## src/rtl/fsc_pkg.sv

```systemverilog
// Shared command encodings, sequencer states and status bit positions for
// the flash program/erase sequencer. Assumes a two-bit command field.
package fsc_pkg;

    typedef enum logic [1:0] {
        OP_NONE  = 2'b00,
        OP_PROG  = 2'b01,
        OP_ERASE = 2'b10,
        OP_CLR   = 2'b11
    } fsc_op_e;

    typedef enum logic [2:0] {
        S_IDLE,
        S_PPULSE,
        S_PVERIFY,
        S_EPULSE,
        S_EVERIFY
    } fsc_state_e;

    localparam int ST_READY = 0;
    localparam int ST_PERR  = 1;
    localparam int ST_EERR  = 2;
    localparam int ST_PROT  = 3;

endpackage

```

## src/rtl/fsc_blkmap.sv

```systemverilog
// Block map decoder: turns a word address into the first and last word of
// its erase block and flags the boot block. Assumes the boot block at word
// zero, two parameter blocks after it, then uniform main blocks; the last
// main block is clipped at the top of the address space.
module fsc_blkmap #(
    parameter int AW       = 18,
    parameter int BOOT_LG  = 13,
    parameter int PARAM_LG = 12,
    parameter int MAIN_LG  = 16
) (
    input  logic [AW-1:0] addr,
    output logic [AW-1:0] blk_base,
    output logic [AW-1:0] blk_last,
    output logic          blk_boot
);
    localparam int XW = AW + 2;
    localparam logic [XW-1:0] BOOT_W    = XW'(1) << BOOT_LG;
    localparam logic [XW-1:0] PARAM_W   = XW'(1) << PARAM_LG;
    localparam logic [XW-1:0] MAIN_W    = XW'(1) << MAIN_LG;
    localparam logic [XW-1:0] PARAM_END = BOOT_W + (PARAM_W << 1);
    localparam logic [XW-1:0] TOP       = (XW'(1) << AW) - XW'(1);

    logic [XW-1:0] a_x, off_x, base_x, last_x;

    // Region compare, aligned base and clipped end for the address.
    always_comb begin
        a_x      = {2'b00, addr};
        off_x    = '0;
        blk_boot = 1'b0;
        if (a_x < BOOT_W) begin
            base_x   = '0;
            last_x   = BOOT_W - XW'(1);
            blk_boot = 1'b1;
        end else if (a_x < PARAM_END) begin
            off_x  = a_x - BOOT_W;
            base_x = BOOT_W + ((off_x >> PARAM_LG) << PARAM_LG);
            last_x = base_x + PARAM_W - XW'(1);
        end else begin
            off_x  = a_x - PARAM_END;
            base_x = PARAM_END + ((off_x >> MAIN_LG) << MAIN_LG);
            last_x = base_x + MAIN_W - XW'(1);
        end
        if (last_x > TOP) begin
            last_x = TOP;
        end
        blk_base = base_x[AW-1:0];
        blk_last = last_x[AW-1:0];
    end

endmodule

```

## src/rtl/fsc_pulse_timer.sv

```systemverilog
// Strobe length timer: counts cycles while run is high and flags the last
// cycle of a strobe of len cycles. Assumes len >= 1 and that run drops for
// at least one cycle between strobes.
module fsc_pulse_timer #(
    parameter int TW = 4
) (
    input  logic          clk,
    input  logic          rst_n,
    input  logic          run,
    input  logic [TW-1:0] len,
    output logic          done
);
    logic [TW-1:0] cnt_q;

    // Count strobe cycles, restart from zero whenever run is low.
    always_ff @(posedge clk) begin
        if (!rst_n || !run) begin
            cnt_q <= '0;
        end else begin
            cnt_q <= cnt_q + TW'(1);
        end
    end

    assign done = run && (cnt_q == len - TW'(1));

endmodule

```

## src/rtl/fsc_seq.sv

```systemverilog
// Program/erase sequencer: accepts host commands while idle, checks boot
// protection, then runs strobe/verify loops. Erase pre-programs the block
// to zero, then pulses and verifies, resuming at the first failing word.
// Assumes arr_rdata reflects arr_addr in the same cycle.
module fsc_seq
    import fsc_pkg::*;
#(
    parameter int AW             = 18,
    parameter int DW             = 16,
    parameter int PGM_PULSE_CYC  = 8,
    parameter int ERS_PULSE_CYC  = 64,
    parameter int MAX_PGM_PULSES = 25,
    parameter int MAX_ERS_PULSES = 1000,
    parameter int TW             = 7
) (
    input  logic          clk,
    input  logic          rst_n,
    input  logic          cmd_valid,
    input  logic [1:0]    cmd_op,
    input  logic [AW-1:0] cmd_addr,
    input  logic [DW-1:0] cmd_data,
    input  logic          unlock,
    input  logic [AW-1:0] map_base,
    input  logic [AW-1:0] map_last,
    input  logic          map_boot,
    input  logic          tmr_done,
    output logic          tmr_run,
    output logic [TW-1:0] tmr_len,
    output logic [AW-1:0] arr_addr,
    output logic [DW-1:0] arr_wdata,
    output logic          arr_pgm_pulse,
    output logic          arr_ers_pulse,
    input  logic [DW-1:0] arr_rdata,
    output logic [3:0]    status
);
    localparam int PW = $clog2(MAX_PGM_PULSES + 1);
    localparam int EW = $clog2(MAX_ERS_PULSES + 1);

    fsc_state_e    state_q;
    fsc_op_e       op;
    logic          erasing_q;
    logic [AW-1:0] addr_q, base_q, last_q;
    logic [DW-1:0] data_q;
    logic [PW-1:0] pcnt_q;
    logic [EW-1:0] ecnt_q;
    logic          perr_q, eerr_q, prot_q;
    logic          blocked;

    assign op      = fsc_op_e'(cmd_op);
    assign blocked = map_boot && !unlock;

    // Command intake, strobe/verify loops and sticky error flags.
    always_ff @(posedge clk) begin
        if (!rst_n) begin
            state_q   <= S_IDLE;
            erasing_q <= 1'b0;
            addr_q    <= '0;
            base_q    <= '0;
            last_q    <= '0;
            data_q    <= '0;
            pcnt_q    <= '0;
            ecnt_q    <= '0;
            perr_q    <= 1'b0;
            eerr_q    <= 1'b0;
            prot_q    <= 1'b0;
        end else begin
            case (state_q)
                S_IDLE: begin
                    if (cmd_valid) begin
                        case (op)
                            OP_CLR: begin
                                perr_q <= 1'b0;
                                eerr_q <= 1'b0;
                                prot_q <= 1'b0;
                            end
                            OP_PROG: begin
                                if (blocked) begin
                                    prot_q <= 1'b1;
                                end else begin
                                    addr_q    <= cmd_addr;
                                    data_q    <= cmd_data;
                                    erasing_q <= 1'b0;
                                    pcnt_q    <= '0;
                                    state_q   <= S_PPULSE;
                                end
                            end
                            OP_ERASE: begin
                                if (blocked) begin
                                    prot_q <= 1'b1;
                                end else begin
                                    addr_q    <= map_base;
                                    base_q    <= map_base;
                                    last_q    <= map_last;
                                    data_q    <= '0;
                                    erasing_q <= 1'b1;
                                    pcnt_q    <= '0;
                                    ecnt_q    <= '0;
                                    state_q   <= S_PPULSE;
                                end
                            end
                            default: ;
                        endcase
                    end
                end
                S_PPULSE: begin
                    if (tmr_done) begin
                        pcnt_q  <= pcnt_q + PW'(1);
                        state_q <= S_PVERIFY;
                    end
                end
                S_PVERIFY: begin
                    if (arr_rdata == data_q) begin
                        if (!erasing_q) begin
                            state_q <= S_IDLE;
                        end else if (addr_q == last_q) begin
                            addr_q  <= base_q;
                            state_q <= S_EPULSE;
                        end else begin
                            addr_q  <= addr_q + AW'(1);
                            pcnt_q  <= '0;
                            state_q <= S_PPULSE;
                        end
                    end else if (pcnt_q == PW'(MAX_PGM_PULSES)) begin
                        if (erasing_q) begin
                            eerr_q <= 1'b1;
                        end else begin
                            perr_q <= 1'b1;
                        end
                        state_q <= S_IDLE;
                    end else begin
                        state_q <= S_PPULSE;
                    end
                end
                S_EPULSE: begin
                    if (tmr_done) begin
                        ecnt_q  <= ecnt_q + EW'(1);
                        state_q <= S_EVERIFY;
                    end
                end
                S_EVERIFY: begin
                    if (&arr_rdata) begin
                        if (addr_q == last_q) begin
                            state_q <= S_IDLE;
                        end else begin
                            addr_q <= addr_q + AW'(1);
                        end
                    end else if (ecnt_q == EW'(MAX_ERS_PULSES)) begin
                        eerr_q  <= 1'b1;
                        state_q <= S_IDLE;
                    end else begin
                        state_q <= S_EPULSE;
                    end
                end
                default: state_q <= S_IDLE;
            endcase
        end
    end

    // Strobes, timer control and status word from the sequencer state.
    always_comb begin
        arr_pgm_pulse = (state_q == S_PPULSE);
        arr_ers_pulse = (state_q == S_EPULSE);
        tmr_run       = arr_pgm_pulse || arr_ers_pulse;
        tmr_len       = arr_ers_pulse ? TW'(ERS_PULSE_CYC) : TW'(PGM_PULSE_CYC);
        arr_addr      = addr_q;
        arr_wdata     = data_q;
        status        = '0;
        status[ST_READY] = (state_q == S_IDLE);
        status[ST_PERR]  = perr_q;
        status[ST_EERR]  = eerr_q;
        status[ST_PROT]  = prot_q;
    end

endmodule

```

## src/rtl/flash_pe_seq.sv

```systemverilog
// Top of the flash program/erase sequencing controller. Joins the block map
// decoder, the strobe timer and the sequencer. Assumes a combinational
// array read path and host polling of the status word.
module flash_pe_seq #(
    parameter int AW             = 18,
    parameter int DW             = 16,
    parameter int BOOT_LG        = 13,
    parameter int PARAM_LG       = 12,
    parameter int MAIN_LG        = 16,
    parameter int PGM_PULSE_CYC  = 8,
    parameter int ERS_PULSE_CYC  = 64,
    parameter int MAX_PGM_PULSES = 25,
    parameter int MAX_ERS_PULSES = 1000
) (
    input  logic          clk,
    input  logic          rst_n,
    input  logic          cmd_valid,
    input  logic [1:0]    cmd_op,
    input  logic [AW-1:0] cmd_addr,
    input  logic [DW-1:0] cmd_data,
    input  logic          boot_unlock_hv,
    input  logic          boot_unlock_wp,
    output logic [3:0]    status,
    output logic [AW-1:0] arr_addr,
    output logic [DW-1:0] arr_wdata,
    output logic          arr_pgm_pulse,
    output logic          arr_ers_pulse,
    input  logic [DW-1:0] arr_rdata
);
    localparam int LONGEST = (PGM_PULSE_CYC > ERS_PULSE_CYC) ? PGM_PULSE_CYC : ERS_PULSE_CYC;
    localparam int TW      = $clog2(LONGEST + 1);

    logic [AW-1:0] map_base, map_last;
    logic          map_boot;
    logic          tmr_run, tmr_done;
    logic [TW-1:0] tmr_len;

    fsc_blkmap #(
        .AW(AW), .BOOT_LG(BOOT_LG), .PARAM_LG(PARAM_LG), .MAIN_LG(MAIN_LG)
    ) u_map (
        .addr(cmd_addr), .blk_base(map_base), .blk_last(map_last), .blk_boot(map_boot)
    );

    fsc_pulse_timer #(.TW(TW)) u_tmr (
        .clk(clk), .rst_n(rst_n), .run(tmr_run), .len(tmr_len), .done(tmr_done)
    );

    fsc_seq #(
        .AW(AW), .DW(DW), .PGM_PULSE_CYC(PGM_PULSE_CYC), .ERS_PULSE_CYC(ERS_PULSE_CYC),
        .MAX_PGM_PULSES(MAX_PGM_PULSES), .MAX_ERS_PULSES(MAX_ERS_PULSES), .TW(TW)
    ) u_seq (
        .clk(clk), .rst_n(rst_n), .cmd_valid(cmd_valid), .cmd_op(cmd_op),
        .cmd_addr(cmd_addr), .cmd_data(cmd_data),
        .unlock(boot_unlock_hv || boot_unlock_wp),
        .map_base(map_base), .map_last(map_last), .map_boot(map_boot),
        .tmr_done(tmr_done), .tmr_run(tmr_run), .tmr_len(tmr_len),
        .arr_addr(arr_addr), .arr_wdata(arr_wdata),
        .arr_pgm_pulse(arr_pgm_pulse), .arr_ers_pulse(arr_ers_pulse),
        .arr_rdata(arr_rdata), .status(status)
    );

endmodule

```

## config.mk

```make
export PLATFORM = sky130hd
export DESIGN_NAME = flash_pe_seq
export DESIGN_NICKNAME = d
export VERILOG_FILES = /design/src/rtl/fsc_pkg.sv /design/src/rtl/fsc_blkmap.sv /design/src/rtl/fsc_pulse_timer.sv /design/src/rtl/fsc_seq.sv /design/src/rtl/flash_pe_seq.sv
export SDC_FILE = /design/constraint.sdc
export NUM_CORES = 1
export LEC_CHECK = 0
export BUFFER_PORTS_ARGS = -buffer_cell sky130_fd_sc_hd__buf_2
export CORE_MARGIN = 5
export CORE_UTILIZATION = 60
export DETAILED_ROUTE_END_ITERATION = 16
export GPL_TIMING_DRIVEN = 0
export HOLD_SLACK_MARGIN = 0.1
export PLACE_DENSITY = 0.86
export SETUP_SLACK_MARGIN = 0.02
export SYNTH_ARGS = -nofsm -noshare
export SYNTH_HDL_FRONTEND = slang
export SYNTH_SLANG_ARGS = --single-unit
```

## constraint.sdc

```tcl
create_clock -name clk -period 6.55 [get_ports clk]
set_input_delay 1.31 -clock clk [delete_from_list [all_inputs] [get_ports clk]]
set_output_delay 1.31 -clock clk [all_outputs]
set_load 0.01 [all_outputs]
```

Word level (Yosys, flattened, before mapping)
Index checks and enable logic that the tools add are counted.
- output and inout bits: 40
- bits of input ports: 57
- register bits: 99
- logic and storage cells: 154
- reductions and logical operators: 26
- equal/unequal tests: 36
- order comparisons: 3
- muxes and demuxes: 63
- bitwise gates (word level): 1
- $add $sub $neg: 13
- operators by type and width (operator ; number):
    $mux W18 ; 11
    $pmux W18 S3 ; 1
    $mux W10 ; 4
    $mux W20 ; 2
    $sub A20 B1 Y20 const B ; 2
    $pmux W18 S2 ; 1
    $mux W5 ; 7
    $mux W16 ; 2
    $pmux W16 S2 ; 1
    $mux W3 ; 9
    $add A14 B20 Y20 const A ; 1
    $add A15 B20 Y20 const A ; 1
    $add A20 B13 Y20 const B ; 1
    $add A20 B17 Y20 const B ; 1
    $gt A20 B18 Y1 const B ; 1
    $ne A2 B1 Y1 const B ; 10
    $ne A2 B2 Y1 const B ; 10
    $pmux W10 S2 ; 1
    $sub A18 B14 Y19 const B ; 1
    $sub A18 B15 Y19 const B ; 1
    $add A18 B1 Y18 const B ; 1
    $eq A18 B18 Y1 ; 1
    $lt A18 B14 Y1 const B ; 1
    $lt A18 B15 Y1 const B ; 1
    other kinds (37) ; 70

Depth between registers and ports, before layout
- depth in word-level cells: 8
- gate-level depth with buffers: 11
- depth with buffers taken out: 8

Modules after synthesis
A second synthesis with hierarchy kept.
- cell total of the unflattened synthesis: 776
- area total of the unflattened synthesis: 6174.7 µm²
- modules (own cells, without submodules) (module ; cells each ; instances ; area each (µm²) ; sequential area each (µm²)):
    fsc_seq ; 644 ; 1 ; 5172.5 ; 1841.8
    fsc_blkmap ; 74 ; 1 ; 510.5 ; 0.0
    fsc_pulse_timer ; 57 ; 1 ; 485.5 ; 140.1
    flash_pe_seq ; 1 ; 1 ; 6.3 ; 0.0

Worst setup path after synthesis
Ideal clock, no wire load.
- kind: input port to flip-flop
- from: in cmd_addr[13]
- to: reg u_seq.data_q[12], in the netlist u_seq.arr_wdata[12]
- setup slack: 3.148 ns
- data required time: 6.422 ns
- arrival time: 3.275 ns
- cell stages on the path: 11
- path buffers: 3
- cells stage by stage: clkbuf_1 -> inv_1 -> ha_1 -> clkbuf_1 -> nor4b_2 -> nand2_1 -> o21ai_1 -> buf_2 -> nor3b_1 -> a21oi_1 -> nor2_1
- cells in the longest elaborated chain, start to end: 5
- RTL lines (what ; RTL line ; RTL):
    start, declared ; flash_pe_seq.sv:19 ; input logic [AW-1:0] cmd_addr,
    $lt A18 B14 Y1 * ; fsc_blkmap.sv:30 ; if (a_x < BOOT_W) begin
    $mux W1 * ; fsc_blkmap.sv:30 ;
    $logic_and A1 B1 Y1 * ; fsc_seq.sv:50 ; assign blocked = map_boot && !unlock;
    $ne A2 B2 Y1 (no source line) ; - ;
    $reduce_and A5 Y1 (no source line) * ; - ;
    end signal, assigned ; fsc_seq.sv:81 ; data_q <= cmd_data;
    end, declared ; fsc_seq.sv:43 ; logic [DW-1:0] data_q;
Every way passes the cells marked *; elsewhere a longest branch is shown, timed or not.
A chain may end at the register's enable or synchronous reset.

Worst setup path after layout
- from: in cmd_addr[13]
- to: reg u_seq.data_q[6], in the netlist u_seq.arr_wdata[6]
The elaborated chain is that of the path after synthesis.

==> impl_metrics.py <==
metrics = {
    "synth": {
        "synth_top_area_cell": "dfxtp_1",
        "syn-num-nets": 653,
        "ys_warn_count": 0,
        "seq_area_frac_synth": 0.327,
        "synth_top_area_share": 0.327,
        "synthArstFlopShare": 0,
        "synth_area_um2": 4660,
        "synth_edf_count": 0,
        "synth_area_leaders": "dfxtp_1, xor2_1, nor2_1, a21oi_1, nand2_1",
        "syn_area_per_cell_um2": 7.98,
        "ys_ff_latch": 76,
        "synth_cell_types": 68,
        "synth_ff_type": "dfxtp_1",
        "synthCells": 584,
    },
    "grt": {
        "grtUsageTotal": 0.285,
        "grt_max_degree": 13,
        "grt_pass1_vias": 4805,
        "antenna_found_initial": 0,
        "grt_remaining_overflow": 0,
        "grt_first_pass_wirelength_um": 22900,
    },
    "clocking": {
        "cts.clk_slew.worst_paths_ns": 0.07,
        "cts_resized": 0,
        "cts.path.max_buffers": 2,
        "cts_setup_buffers": 0,
        "cts_buffers": 9,
        "ctsHoldBuffers": 0,
        "worstSkewPairLatency_ns": 0.35,
        "cts.sinks": 76,
        "cts_tree": "built",
        "htreeDepth": 3,
        "cts_root_buf": "clkbuf_8",
    },
    "pwr": {
        "clkPwrFrac": 0.237,
        "netSwitchingPower_mw": 0.648,
        "power.density_nw_per_um2": 299,
        "irDropWorstVdd_uv": 165,
        "comb_power_share": 0.395,
        "power_frac_seq": 0.368,
        "cell_internal_pwr_mw": 0.983,
        "power_mw": 1.63,
        "switching_share": 0.398,
        "leakagePower_nw": 2.24,
    },
    "setup_path": {
        "critPathKind": "input pin to flip-flop",
        "slowest_delay_ns": 0.55,
        "r2r_end": "u_seq.last_q[12]",
        "worst-r2r-cell-count": 6,
        "reg2reg_slack_ns": 4.00,
        "worstReg2RegStart": "u_seq.state_q[2]",
        "cp.required_ns": 6.77,
        "cp-end-kind": "flip-flop",
        "crit_chain": "clkbuf_1 > inv_1 > ha_1 > clkbuf_1 > nor4b_2 > nand2_1 > o21ai_1 > buf_2 > nor3b_1 > a21oi_1 > nor2_1",
        "start_kind": "input pin",
        "critical_path.top_delay_family": "buffers and inverters",
        "cp.arrival_ns": 3.93,
        "crit_fanout": 10,
        "cp-startpoint": "cmd_addr[13]",
        "path_buf_inv": 4,
        "cp.depth": 11,
        "cpMaxStageDelayCell": "nor4b_2",
        "crit_top_cell": "clkbuf_1",
        "endpoint": "u_seq.arr_wdata[6]",
    },
    "routing": {
        "num_vias": 4926,
        "routed_via_density": 6.20,
        "routed_wl_um": 13600,
        "detail-route-antenna-nets": 0,
        "drc_errors": 0,
        "firstDrtPassIters": 5,
        "wl_per_cell_um": 17.1,
        "drtIter0Drc": 325,
    },
    "worst_hold_path": {
        "min_from": "u_tmr.cnt_q[0]",
        "min_path_type": "flip-flop to flip-flop",
    },
    "timing": {
        "tightest_slew_ns": 0.922,
        "finalSetupViolations": 0,
        "hold_viol": 0,
        "tns_ns": 0,
        "clock_skew_ns": 0.00986,
        "maxSlewHeadroom": 0.380,
        "fin_hold_ws_ns": 0.458,
        "rsz0062_at_grt": "false",
        "fmax_ghz": 0.269,
        "setup_ws_ns": 2.83,
        "fin_crit_sh": 0.567,
        "slew_viol_final": 0,
        "fin_crit_ns": 3.72,
    },
    "die": {
        "die_w_um": 98.1,
        "die_h_um": 98.1,
        "core_um2": 7650,
        "fp.dieArea_um2": 9630,
        "start_util": 0.609,
        "io_pins": 97,
        "fp-row-count": 32,
    },
    "final_layout": {
        "fillers": 631,
        "n_antenna_cell": 0,
        "drive_above_1_share": 0.204,
        "final_common_cell": "buf_2",
        "areaGrowthSynthToFinish_pct": 17.1,
        "fin_area_um2": 5460,
        "utilization": 0.714,
        "nets": 757,
        "final_cell_mix": "buf_2, dfxtp_1, nor2_1",
        "stdcell_count": 794,
    },
    "placement": {
        "placed_area_um2": 5250,
        "hpwl_um": 10200,
        "port_buffers": 93,
        "place_inst": 779,
        "place.gp.congestion": 0.912,
        "dpl_worst_slack_ns": 2.55,
    },
    "flow_run": {
        "maxCapViolations": 0,
    },
    "status": {
        "status": "finished, final reports clean",
    },
}
[cells by family (layout without fill, tap and decap cells)]
family,count (synthesis),after routing,share of synthesized area
AND/OR/NAND/NOR,244,244,0.277
AO/OA/AOI/OAI,154,154,0.231
flip-flops,76,76,0.327
buffers and inverters,54,162,0.0497
XOR/XNOR,41,41,0.0771
adder cells (fa/ha/maj),12,12,0.0322
multiplexers,3,3,0.00672
[state kept, by name, indices dropped and copies added (netlist names)]
signal           flops
u_seq.arr_addr      18
u_seq.arr_wdata     16
u_seq.ecnt_q        10
u_seq.last_q         7
u_tmr.cnt_q          7
u_seq.base_q         6
u_seq.pcnt_q         5
u_seq.state_q        3
u_seq.eerr_q         1
u_seq.erasing_q      1
u_seq.perr_q         1
u_seq.prot_q         1
[worst reg2reg max path, delay by kind of cell, from the launching register on]
family	cells	cell delay, ns
AND/OR/NAND/NOR	2	0.94
AO/OA/AOI/OAI	3	0.93
flip-flops	1	0.36
buffers and inverters	1	0.23
[power by group through the flow]
stage          sequential [mW]  clock (mW)  combinational (mW)
2_1_floorplan            0.607           0               0.429
3_3_place_gp             0.603           0               0.614
3_5_place_dp             0.606           0               0.632
4_1_cts                  0.597       0.386               0.635
5_1_grt                  0.610       0.410               0.710
6_report                 0.601       0.386               0.644
[worst min path at each step]
stage,cells after the start,slack [ns],end
global placement,1,0.43,u_tmr.cnt_q[0]
CTS,1,0.46,u_tmr.cnt_q[0]
finish,1,0.46,u_tmr.cnt_q[0]
floorplan,1,0.42,u_tmr.cnt_q[0]
global route,2,0.48,u_seq.base_q[17]
detailed placement,1,0.44,u_tmr.cnt_q[0]
[layout make-up]
cell class              instances  area (um2)  area share
clock buffers                  10         128      0.0234
flip-flops and latches         76        1520       0.279
inverters                      20        75.1      0.0138
plain buffers                  34         156      0.0287
clock inverters                 5        77.6      0.0142
well taps                     102         128      0.0234
repair buffers                 93         465      0.0853
multi-input cells             454        2910       0.532
[per-layer routing]
layer  track usage  vias to the layer above  part of all wire  routed length, um
met4         0.100                        0             0.022                305
met5             0                        -                 0                  0
met1         0.385                     2244              0.42               5750
met3        0.0686                       31              0.10               1390
met2         0.445                      289              0.45               6160
li1              -                     2362                 -                  -
[cells in the mapped netlist (13+ instances only)]
| master | number |
|---|---|
| a21oi_1 | 46 |
| inv_1 | 18 |
| clkbuf_1 | 21 |
| o21ai_0 | 15 |
| nor3_1 | 13 |
| nor2_1 | 69 |
| nand2_1 | 51 |
| xor2_1 | 31 |
| nand3_1 | 19 |
| dfxtp_1 | 76 |
| nand4_1 | 13 |
| nor3b_1 | 20 |
| a211oi_1 | 19 |
No activity file was read; power rests on OpenSTA's default activity.
